$ cat src/rtl/dsc_pkg.sv
package dsc_pkg;

    typedef enum logic [2:0] {
        S_IDLE    = 3'd0,
        S_ROW     = 3'd1,
        S_ACC     = 3'd2,
        S_HOLD    = 3'd3,
        S_CBR_ARM = 3'd4,
        S_CBR     = 3'd5,
        S_SELF    = 3'd6
    } dsc_state_e;

    typedef enum logic [3:0] {
        K_STANDBY  = 4'd0,
        K_RAS_ONLY = 4'd1,
        K_PAGE_GAP = 4'd2,
        K_READ     = 4'd3,
        K_EARLY_WR = 4'd4,
        K_RMW      = 4'd5,
        K_CAS_HOLD = 4'd6,
        K_CBR      = 4'd7,
        K_HIDDEN   = 4'd8,
        K_SELF     = 4'd9
    } dsc_kind_e;

endpackage

$ cat src/rtl/dsc_refresh_ctr.sv
module dsc_refresh_ctr #(
    parameter int ROW_W = 11
) (
    input  logic             clk,
    input  logic             rst_n,
    input  logic             adv,
    output logic             ref_stb,
    output logic [ROW_W-1:0] ref_row
);

    logic [ROW_W-1:0] cnt_q;

    // Counter wraps naturally at 2**ROW_W; the row used is reported next cycle
    always_ff @(posedge clk or negedge rst_n) begin
        if (!rst_n) begin
            cnt_q   <= '0;
            ref_stb <= 1'b0;
            ref_row <= '0;
        end else begin
            ref_stb <= adv;
            if (adv) begin
                ref_row <= cnt_q;
                cnt_q   <= cnt_q + 1'b1;
            end
        end
    end

endmodule

$ cat src/rtl/dsc_hold_timer.sv
module dsc_hold_timer #(
    parameter int CNT_W = 16
) (
    input  logic             clk,
    input  logic             rst_n,
    input  logic             run,
    input  logic [CNT_W-1:0] limit,
    output logic             hit
);

    logic [CNT_W-1:0] cnt_q;

    assign hit = run && (cnt_q == (limit - 1'b1));

    always_ff @(posedge clk or negedge rst_n) begin
        if (!rst_n) begin
            cnt_q <= '0;
        end else if (!run || hit) begin
            cnt_q <= '0;
        end else begin
            cnt_q <= cnt_q + 1'b1;
        end
    end

endmodule

$ cat src/rtl/dsc_fsm.sv
module dsc_fsm
    import dsc_pkg::*;
#(
    parameter int ADDR_W = 11,
    parameter int CNT_W  = 16,
    parameter int ENTRY  = 10000,
    parameter int INTV   = 6250
) (
    input  logic              clk,
    input  logic              rst_n,
    input  logic              ras_n,
    input  logic              cas_n,
    input  logic              we_n,
    input  logic              oe_n,
    input  logic [ADDR_W-1:0] addr,
    input  logic              timer_hit,
    output logic              timer_run,
    output logic [CNT_W-1:0]  timer_limit,
    output logic              ref_adv,
    output logic              row_act,
    output logic [ADDR_W-1:0] row_addr,
    output logic              col_act,
    output logic [ADDR_W-1:0] col_addr,
    output logic              arr_we,
    output logic              dq_oe,
    output logic              page_acc,
    output logic              self_ref,
    output logic [3:0]        cyc_kind
);

    dsc_state_e        state_q, state_d;
    logic [ADDR_W-1:0] row_q, row_d;
    logic [ADDR_W-1:0] col_q, col_d;
    logic              wr_q, wr_d;     // array write in this access
    logic              ewr_q, ewr_d;   // write chosen at column fall
    logic              pg_q, pg_d;     // earlier column already served in this row
    logic              hid_q, hid_d;   // column strobe carried over from an access
    dsc_kind_e         kind;

    // Next state and captured fields
    always_comb begin
        state_d = state_q;
        row_d   = row_q;
        col_d   = col_q;
        wr_d    = wr_q;
        ewr_d   = ewr_q;
        pg_d    = pg_q;
        hid_d   = hid_q;
        ref_adv = 1'b0;
        unique case (state_q)
            S_IDLE: begin
                wr_d  = 1'b0;
                ewr_d = 1'b0;
                pg_d  = 1'b0;
                hid_d = 1'b0;
                if (!ras_n && cas_n) begin
                    state_d = S_ROW;
                    row_d   = addr;
                end else if (!ras_n && !cas_n) begin
                    state_d = S_CBR;
                    ref_adv = 1'b1;
                end else if (!cas_n) begin
                    state_d = S_CBR_ARM;
                end
            end
            S_ROW: begin
                if (ras_n) begin
                    state_d = cas_n ? S_IDLE : S_CBR_ARM;
                end else if (!cas_n) begin
                    state_d = S_ACC;
                    col_d   = addr;
                    wr_d    = !we_n;
                    ewr_d   = !we_n;
                end
            end
            S_ACC: begin
                if (ras_n) begin
                    if (!cas_n) begin
                        state_d = S_HOLD;
                        hid_d   = 1'b1;
                    end else begin
                        state_d = S_IDLE;
                    end
                end else if (cas_n) begin
                    state_d = S_ROW;
                    pg_d    = 1'b1;
                end else if (!we_n) begin
                    wr_d = 1'b1;
                end
            end
            S_HOLD: begin
                if (!ras_n) begin
                    if (!cas_n) begin
                        state_d = S_CBR;
                        ref_adv = 1'b1;
                    end else begin
                        state_d = S_ROW;
                        row_d   = addr;
                        wr_d    = 1'b0;
                        ewr_d   = 1'b0;
                        pg_d    = 1'b0;
                        hid_d   = 1'b0;
                    end
                end else if (cas_n) begin
                    state_d = S_IDLE;
                end
            end
            S_CBR_ARM: begin
                wr_d  = 1'b0;
                ewr_d = 1'b0;
                pg_d  = 1'b0;
                hid_d = 1'b0;
                if (!ras_n) begin
                    state_d = S_CBR;
                    ref_adv = 1'b1;
                end else if (cas_n) begin
                    state_d = S_IDLE;
                end
            end
            S_CBR: begin
                if (ras_n) begin
                    if (cas_n) begin
                        state_d = S_IDLE;
                    end else begin
                        state_d = hid_q ? S_HOLD : S_CBR_ARM;
                    end
                end else if (timer_hit) begin
                    state_d = S_SELF;
                end
            end
            S_SELF: begin
                if (ras_n) begin
                    state_d = cas_n ? S_IDLE : S_CBR_ARM;
                end else if (timer_hit) begin
                    ref_adv = 1'b1;
                end
            end
            default: begin
                state_d = S_IDLE;
            end
        endcase
    end

    // State register
    always_ff @(posedge clk or negedge rst_n) begin
        if (!rst_n) begin
            state_q <= S_IDLE;
            row_q   <= '0;
            col_q   <= '0;
            wr_q    <= 1'b0;
            ewr_q   <= 1'b0;
            pg_q    <= 1'b0;
            hid_q   <= 1'b0;
        end else begin
            state_q <= state_d;
            row_q   <= row_d;
            col_q   <= col_d;
            wr_q    <= wr_d;
            ewr_q   <= ewr_d;
            pg_q    <= pg_d;
            hid_q   <= hid_d;
        end
    end

    // Outputs
    always_comb begin
        row_act     = 1'b0;
        col_act     = 1'b0;
        arr_we      = 1'b0;
        dq_oe       = 1'b0;
        page_acc    = 1'b0;
        self_ref    = 1'b0;
        timer_run   = 1'b0;
        timer_limit = CNT_W'(INTV);
        kind        = K_STANDBY;
        unique case (state_q)
            S_IDLE: begin
                kind = K_STANDBY;
            end
            S_ROW: begin
                row_act = 1'b1;
                kind    = pg_q ? K_PAGE_GAP : K_RAS_ONLY;
            end
            S_ACC: begin
                row_act  = 1'b1;
                col_act  = 1'b1;
                arr_we   = wr_q;
                page_acc = pg_q;
                dq_oe    = !oe_n && !wr_q;
                if (ewr_q) begin
                    kind = K_EARLY_WR;
                end else if (wr_q) begin
                    kind = K_RMW;
                end else begin
                    kind = K_READ;
                end
            end
            S_HOLD: begin
                dq_oe = !oe_n && !wr_q;
                kind  = K_CAS_HOLD;
            end
            S_CBR_ARM: begin
                kind = K_STANDBY;
            end
            S_CBR: begin
                timer_run   = 1'b1;
                timer_limit = CNT_W'(ENTRY);
                dq_oe       = hid_q && !oe_n && !wr_q;
                kind        = hid_q ? K_HIDDEN : K_CBR;
            end
            S_SELF: begin
                timer_run = 1'b1;
                self_ref  = 1'b1;
                kind      = K_SELF;
            end
            default: begin
                kind = K_STANDBY;
            end
        endcase
    end

    assign row_addr = row_q;
    assign col_addr = col_q;
    assign cyc_kind = kind;

endmodule

$ cat src/rtl/dram_strobe_ctrl.sv
module dram_strobe_ctrl #(
    parameter int ADDR_W              = 11,
    parameter int SREF_ENTRY_TICKS    = 10000,
    parameter int SREF_INTERVAL_TICKS = 6250
) (
    input  logic              clk,
    input  logic              rst_n,
    input  logic              ras_n,
    input  logic              cas_n,
    input  logic              we_n,
    input  logic              oe_n,
    input  logic [ADDR_W-1:0] addr,
    output logic              row_act,
    output logic [ADDR_W-1:0] row_addr,
    output logic              col_act,
    output logic [ADDR_W-1:0] col_addr,
    output logic              arr_we,
    output logic              dq_oe,
    output logic              page_acc,
    output logic              ref_stb,
    output logic [ADDR_W-1:0] ref_row,
    output logic              self_ref,
    output logic [3:0]        cyc_kind
);

    localparam int MAX_TICKS = (SREF_ENTRY_TICKS > SREF_INTERVAL_TICKS) ?
                               SREF_ENTRY_TICKS : SREF_INTERVAL_TICKS;
    localparam int CNT_W     = $clog2(MAX_TICKS + 1);

    logic             timer_run;
    logic             timer_hit;
    logic [CNT_W-1:0] timer_limit;
    logic             ref_adv;

    dsc_fsm #(
        .ADDR_W (ADDR_W),
        .CNT_W  (CNT_W),
        .ENTRY  (SREF_ENTRY_TICKS),
        .INTV   (SREF_INTERVAL_TICKS)
    ) u_fsm (
        .clk         (clk),
        .rst_n       (rst_n),
        .ras_n       (ras_n),
        .cas_n       (cas_n),
        .we_n        (we_n),
        .oe_n        (oe_n),
        .addr        (addr),
        .timer_hit   (timer_hit),
        .timer_run   (timer_run),
        .timer_limit (timer_limit),
        .ref_adv     (ref_adv),
        .row_act     (row_act),
        .row_addr    (row_addr),
        .col_act     (col_act),
        .col_addr    (col_addr),
        .arr_we      (arr_we),
        .dq_oe       (dq_oe),
        .page_acc    (page_acc),
        .self_ref    (self_ref),
        .cyc_kind    (cyc_kind)
    );

    dsc_hold_timer #(
        .CNT_W (CNT_W)
    ) u_timer (
        .clk   (clk),
        .rst_n (rst_n),
        .run   (timer_run),
        .limit (timer_limit),
        .hit   (timer_hit)
    );

    dsc_refresh_ctr #(
        .ROW_W (ADDR_W)
    ) u_ref_ctr (
        .clk     (clk),
        .rst_n   (rst_n),
        .adv     (ref_adv),
        .ref_stb (ref_stb),
        .ref_row (ref_row)
    );

endmodule

$ cat config.mk
export PLATFORM = sky130hd
export DESIGN_NAME = dram_strobe_ctrl
export DESIGN_NICKNAME = d
export VERILOG_FILES = /design/src/rtl/dsc_pkg.sv /design/src/rtl/dsc_refresh_ctr.sv /design/src/rtl/dsc_hold_timer.sv /design/src/rtl/dsc_fsm.sv /design/src/rtl/dram_strobe_ctrl.sv
export SDC_FILE = /design/constraint.sdc
export NUM_CORES = 1
export LEC_CHECK = 0
export BUFFER_PORTS_ARGS = -buffer_cell sky130_fd_sc_hd__buf_2
export CORE_MARGIN = 2
export CORE_UTILIZATION = 35
export CTS_CLUSTER_DIAMETER = 80
export CTS_CLUSTER_SIZE = 10
export DETAILED_ROUTE_END_ITERATION = 10
export MAX_ROUTING_LAYER = met4
export SETUP_SLACK_MARGIN = 0.4
export SLEW_MARGIN = 20
export SYNTH_ARGS = -nofsm -noshare
export SYNTH_HDL_FRONTEND = slang
export SYNTH_SLANG_ARGS = --single-unit
$ cat constraint.sdc
create_clock -name clk -period 6.7 [get_ports clk]
set_input_delay 1.34 -clock clk [delete_from_list [all_inputs] [get_ports clk]]
set_output_delay 1.34 -clock clk [all_outputs]
set_load 0.01 [all_outputs]
## Yosys cells after proc, flatten, opt, wreduce, memory -nomap -nowiden

Cells that the tools add are included.

- Register bits: 66
- Input bits: 17
- Output and inout port bits: 44
- Word-level logic and storage cells: 127

- Add/subtract/negate cells: 3
- Equal/unequal tests: 22
- Mux-type cells: 60
- Bitwise operators: 2
- Reductions and logical operators: 29

Operators by type and width:

| cell | count |
|---|---|
| $mux 3 | 18 |
| $mux 11 | 3 |
| $mux 14 | 2 |
| $mux 1 | 24 |
| $pmux 11 s2 | 1 |
| $pmux 3 s7 | 1 |
| $ne 2x2->1 const B | 10 |
| $pmux 4 s5 | 1 |
| $reduce_and 5->1 | 4 |
| $add 14x1->14 const B | 1 |
| $eq 14x14->1 | 1 |
| $sub 14x1->14 const B | 1 |
| $add 11x1->11 const B | 1 |
| $eq 3x3->1 const B | 3 |
| $pmux 1 s3 | 3 |
| $mux 4 | 2 |
| $pmux 1 s4 | 2 |
| $reduce_and 8->1 | 1 |
| $reduce_or 2->1 | 4 |
| $eq 3x2->1 const B | 2 |
| $logic_and 1x1->1 | 6 |
| $logic_not 1->1 | 6 |
| $ne 3x3->1 const B | 2 |
| $reduce_bool 3->1 | 2 |
| 13 further kinds | 15 |

## Logic depth before layout (Yosys ltp)

- Depth in word-level cells: 8
- Gate-level depth with buffers: 8
- Depth with buffers taken out: 6

## Cells and area by module

From an unflattened synthesis, not the netlist that was laid out.

- Cells, all modules: 362
- Area, all modules: 3806.2 um^2

Modules (own cells, without submodules):

| module | instances | cells each | area each (um^2) | sequential area each (um^2) |
|---|---|---|---|---|
| dsc_fsm | 1 | 160 | 1702.9 | 725.7 |
| dsc_hold_timer | 1 | 138 | 1164.9 | 350.3 |
| dsc_refresh_ctr | 1 | 64 | 938.4 | 575.6 |

## Least setup slack after synthesis

Ideal clock, no wire load.

- Kind: input port to output port
- From: input port oe_n
- To: output port dq_oe
- Data arrival time: 1.630 ns
- Required time: 5.360 ns
- Path slack: 3.730 ns
- Cell stages on the path: 1
- Buffers on the path: 0
- Cell sequence: nor3_1

- Cells in the longest elaborated chain, start to end: 4
- Elaborated cells on any way between the ends: 5
- Those cells by class: mux: 1; reduce/logical: 4

Ends and longest elaborated chain:

| item | RTL line | source |
|---|---|---|
| start: declaration | dram_strobe_ctrl.sv:11 | `input logic oe_n,` |
| $logic_not 1->1 (*) | dsc_fsm.sv:189, dsc_fsm.sv:199, dsc_fsm.sv:208 |  |
| $logic_and 1x1->1 (2 in series) | dsc_fsm.sv:208 | `dq_oe = hid_q && !oe_n && !wr_q;` |
| $pmux 1 s2 (*) | dsc_fsm.sv:176 | `unique case (state_q)` |
| end: declaration | dram_strobe_ctrl.sv:18 | `output logic dq_oe,` |

Every way passes the cells marked *; elsewhere a longest branch is shown, timed or not.

## Worst setup path after layout

- From: register u_fsm.state_q[2]
- To: output port page_acc

- Cells in the longest elaborated chain, start to end: 2

Ends and longest elaborated chain:

| item | RTL line | source |
|---|---|---|
| start: declaration | dsc_fsm.sv:31 | `dsc_state_e state_q, state_d;` |
| start signal: assignment | dsc_fsm.sv:155 | `state_q <= state_d;` |
| $eq 3x2->1 | dsc_fsm.sv:176 |  |
| $mux 1 | dsc_fsm.sv:176 |  |
| end: declaration | dram_strobe_ctrl.sv:19 | `output logic page_acc,` |

Every way passes these cells.

==> results.sh <==
export IMPL_outcome="finished, final reports clean"
export IMPL_die_y_um=98.8
export IMPL_grt_total_usage_pct=14.6
export IMPL_total_power_uw=1460
export IMPL_cts_root_buf="clkbuf_8"
export IMPL_power_density_nw_per_um2=392
export IMPL_syn_mean_instance_area_um2=10.7
export IMPL_num_antenna_cells=0
export IMPL_clkTransAtPathRegs_ns=0.07
export IMPL_critical_path_class="flop to output pin"
export IMPL_clockBufferDepth=2
export IMPL_yosys_area_top_type="dfrtp_1"
export IMPL_cts_tree="yes"
export IMPL_layout_min_cycle_time_ns=3.32
export IMPL_max_stage_delay_ns=0.76
export IMPL_start_kind="flop"
export IMPL_drv_cap=0
export IMPL_cts_sinks=66
export IMPL_initial_core_util_pct=36.1
export IMPL_drive_gt1_share_pct=32.8
export IMPL_nNetsFinal=372
export IMPL_area_growth_pct=18.2
export IMPL_slew_headroom_pct=43.3
export IMPL_cp_max_fo=21
export IMPL_final_hold_violation_count=0
export IMPL_leakage_uw=0.00175
export IMPL_place_gp_congestion=0.827
export IMPL_numPortBuffers=60
export IMPL_synthFlopType="dfrtp_1"
export IMPL_finalCritPeriodShare_pct=49.5
export IMPL_ant_nets=0
export IMPL_ys_ff_latch=66
export IMPL_max_freq_ghz=0.302
export IMPL_setup_viol=0
export IMPL_drtIter0Drc=106
export IMPL_numCtsBuffers=9
export IMPL_worst_slew_pin_slew_ns=0.851
export IMPL_drc=0
export IMPL_ys_types=47
export IMPL_final_max_slew_violation_count=0
export IMPL_grt_antenna_before_repair=0
export IMPL_ctsHoldBuffers=0
export IMPL_netlist_area_um2=3150
export IMPL_synth_seq_area_share_pct=52.5
export IMPL_die_area_um2=9770
export IMPL_core_um2=8720
export IMPL_synth_area_leaders="dfrtp_1, mux2_2, nor2_1"
export IMPL_grt_ovfl_total=0
export IMPL_grt_pass1_wl_mm=11.2
export IMPL_die_x_um=98.8
export IMPL_insertion_delay_ns=0.34
export IMPL_pin_count=61
export IMPL_hpwlAfterDp_mm=4.43
export IMPL_synth_most_common_cell="dfrtp_1"
export IMPL_synth_nets=312
export IMPL_fin_ws_ns=3.38
export IMPL_cts_htree_levels=3
export IMPL_post_cts_setup_buffers=0
export IMPL_synth_enable_flop_cells=0
export IMPL_tns_ns=0
export IMPL_cp_arrival_ns=1.98
export IMPL_ctsResizeCount=0
export IMPL_wl_mm=6.49
export IMPL_synthTopCellsByCount="dfrtp_1, nor2_1, mux2_2"
export IMPL_grt_max_degree=67
export IMPL_dr_total_vias=2390
export IMPL_async_reset_ff_share_pct=100
export IMPL_yosysWarnings=0
export IMPL_grt_pass1_vias=2350
export IMPL_hold_path_class="flop to flop"
export IMPL_slowest_stage="dfrtp_1"
export IMPL_clock_skew_ns=0.00661
export IMPL_dr_pass1_iters=4
export IMPL_peakVddDrop_mv=0.187
export IMPL_syn_inst=293
export IMPL_dp_slack_ns=3.62
export IMPL_synth_top_cell_area_share_pct=52.5
export IMPL_rsz0062_at_grt="false"
export IMPL_rows=34
export IMPL_vias_per_cell=5.14
export IMPL_wl_per_cell_um=13.9
export IMPL_end_kind="output pin"
export IMPL_required_ns=5.36
export IMPL_crit_chain="clkinv_1, and3_1, buf_2"
where the power goes:
part	switching, uW	total (uW)	internal, uW	leakage (uW)
registers	108	624	516	0.000854
clock network	148	318	169	0.0000921
logic	277	516	239	0.000808
cells in the final DEF (no fill, tap or decap), types with 2 or more instances in the layout:
cell and count:
dfrtp_1 66, buf_2 60, nor2_1 39, mux2_2 34, nand2_1 23, a21oi_1 17, xor2_1 14, o21ai_0 9
clkbuf_8 9, nor3_1 8, nand3_1 8, xnor2_1 8, nor2b_1 5, and3_1 5, inv_1 4, nand2b_1 3
nand4_1 3, o31ai_1 2, or4_1 2, nor4_2 2, a31oi_1 2, nor3b_1 2, ha_1 2, clkinv_2 2
buf_4 2
area by class of cell:
type | count | area, um2
Clock buffer | 10 | 128
Clock inverter | 5 | 56.3
Fill cell | 854 | 5000
Inverter | 5 | 18.8
Multi-Input combinational cell | 209 | 1420
Sequential cell | 66 | 1650
Tap cell | 108 | 135
Timing Repair Buffer | 62 | 315
per-stage QoR:
stage               utilization [%]  hold WS [ns]  cell area (um2)  cells
floorplan                         -         0.436             3150    293
global placement               40.5         0.456             3530    449
detailed placement             40.5         0.464             3530    449
CTS                            42.6         0.473             3710    464
global route                   42.7         0.487             3720    465
finish                         42.7         0.475             3720    465
state kept, by name, summed over array words and instances, names as in the netlist:
name	flops
u_fsm.col_addr	11
u_fsm.ewr_q	1
u_fsm.hid_q	1
u_fsm.pg_q	1
u_fsm.row_addr	11
u_fsm.state_q	3
u_fsm.wr_q	1
u_ref_ctr.cnt_q	11
u_ref_ctr.ref_row	11
u_ref_ctr.ref_stb	1
u_timer.cnt_q	14
routing by layer:
layer  share of wire (%)  global-route usage [%]  up-vias  routed length [um]
met5                   0                       -        -                   0
met4                 2.3                    7.80        0                 147
met3                 4.7                    2.91       12                 307
met2                  44                    20.9       67                2850
met1                  49                    19.6     1169                3180
li1                    -                       -     1142                   -
critical path: cells and delay by family (launching register included):
family        cells  cell delay, ns
flops             1            0.76
simple gates      1            0.27
buf+inv           2            0.61
final timing paths:
check	startpoint	to	slack, ns	cells past startpoint
setup reg to reg	u_fsm.state_q[2]	u_ref_ctr.ref_row[1]	3.95	5
hold reg to reg	u_ref_ctr.cnt_q[10]	u_ref_ctr.cnt_q[10]	0.47	1
min in group asynchronous	rst_n	u_fsm.row_addr[8]	1.18	2
hold / removal	u_ref_ctr.cnt_q[10]	u_ref_ctr.cnt_q[10]	0.47	1
setup / recovery	u_fsm.state_q[2]	page_acc	3.38	3
max in group asynchronous	rst_n	u_fsm.pg_q	4.98	2
cell families after synthesis:
logic type / after synthesis / share of synthesized area [%]
compound gates: 42 / 8.15
xor+xnor: 22 / 6.12
fa+ha+maj: 2 / 0.795
buf+inv: 18 / 2.54
flops: 66 / 52.5
mux: 34 / 12.2
simple gates: 109 / 17.7
No activity file was read; power rests on OpenSTA's default activity.
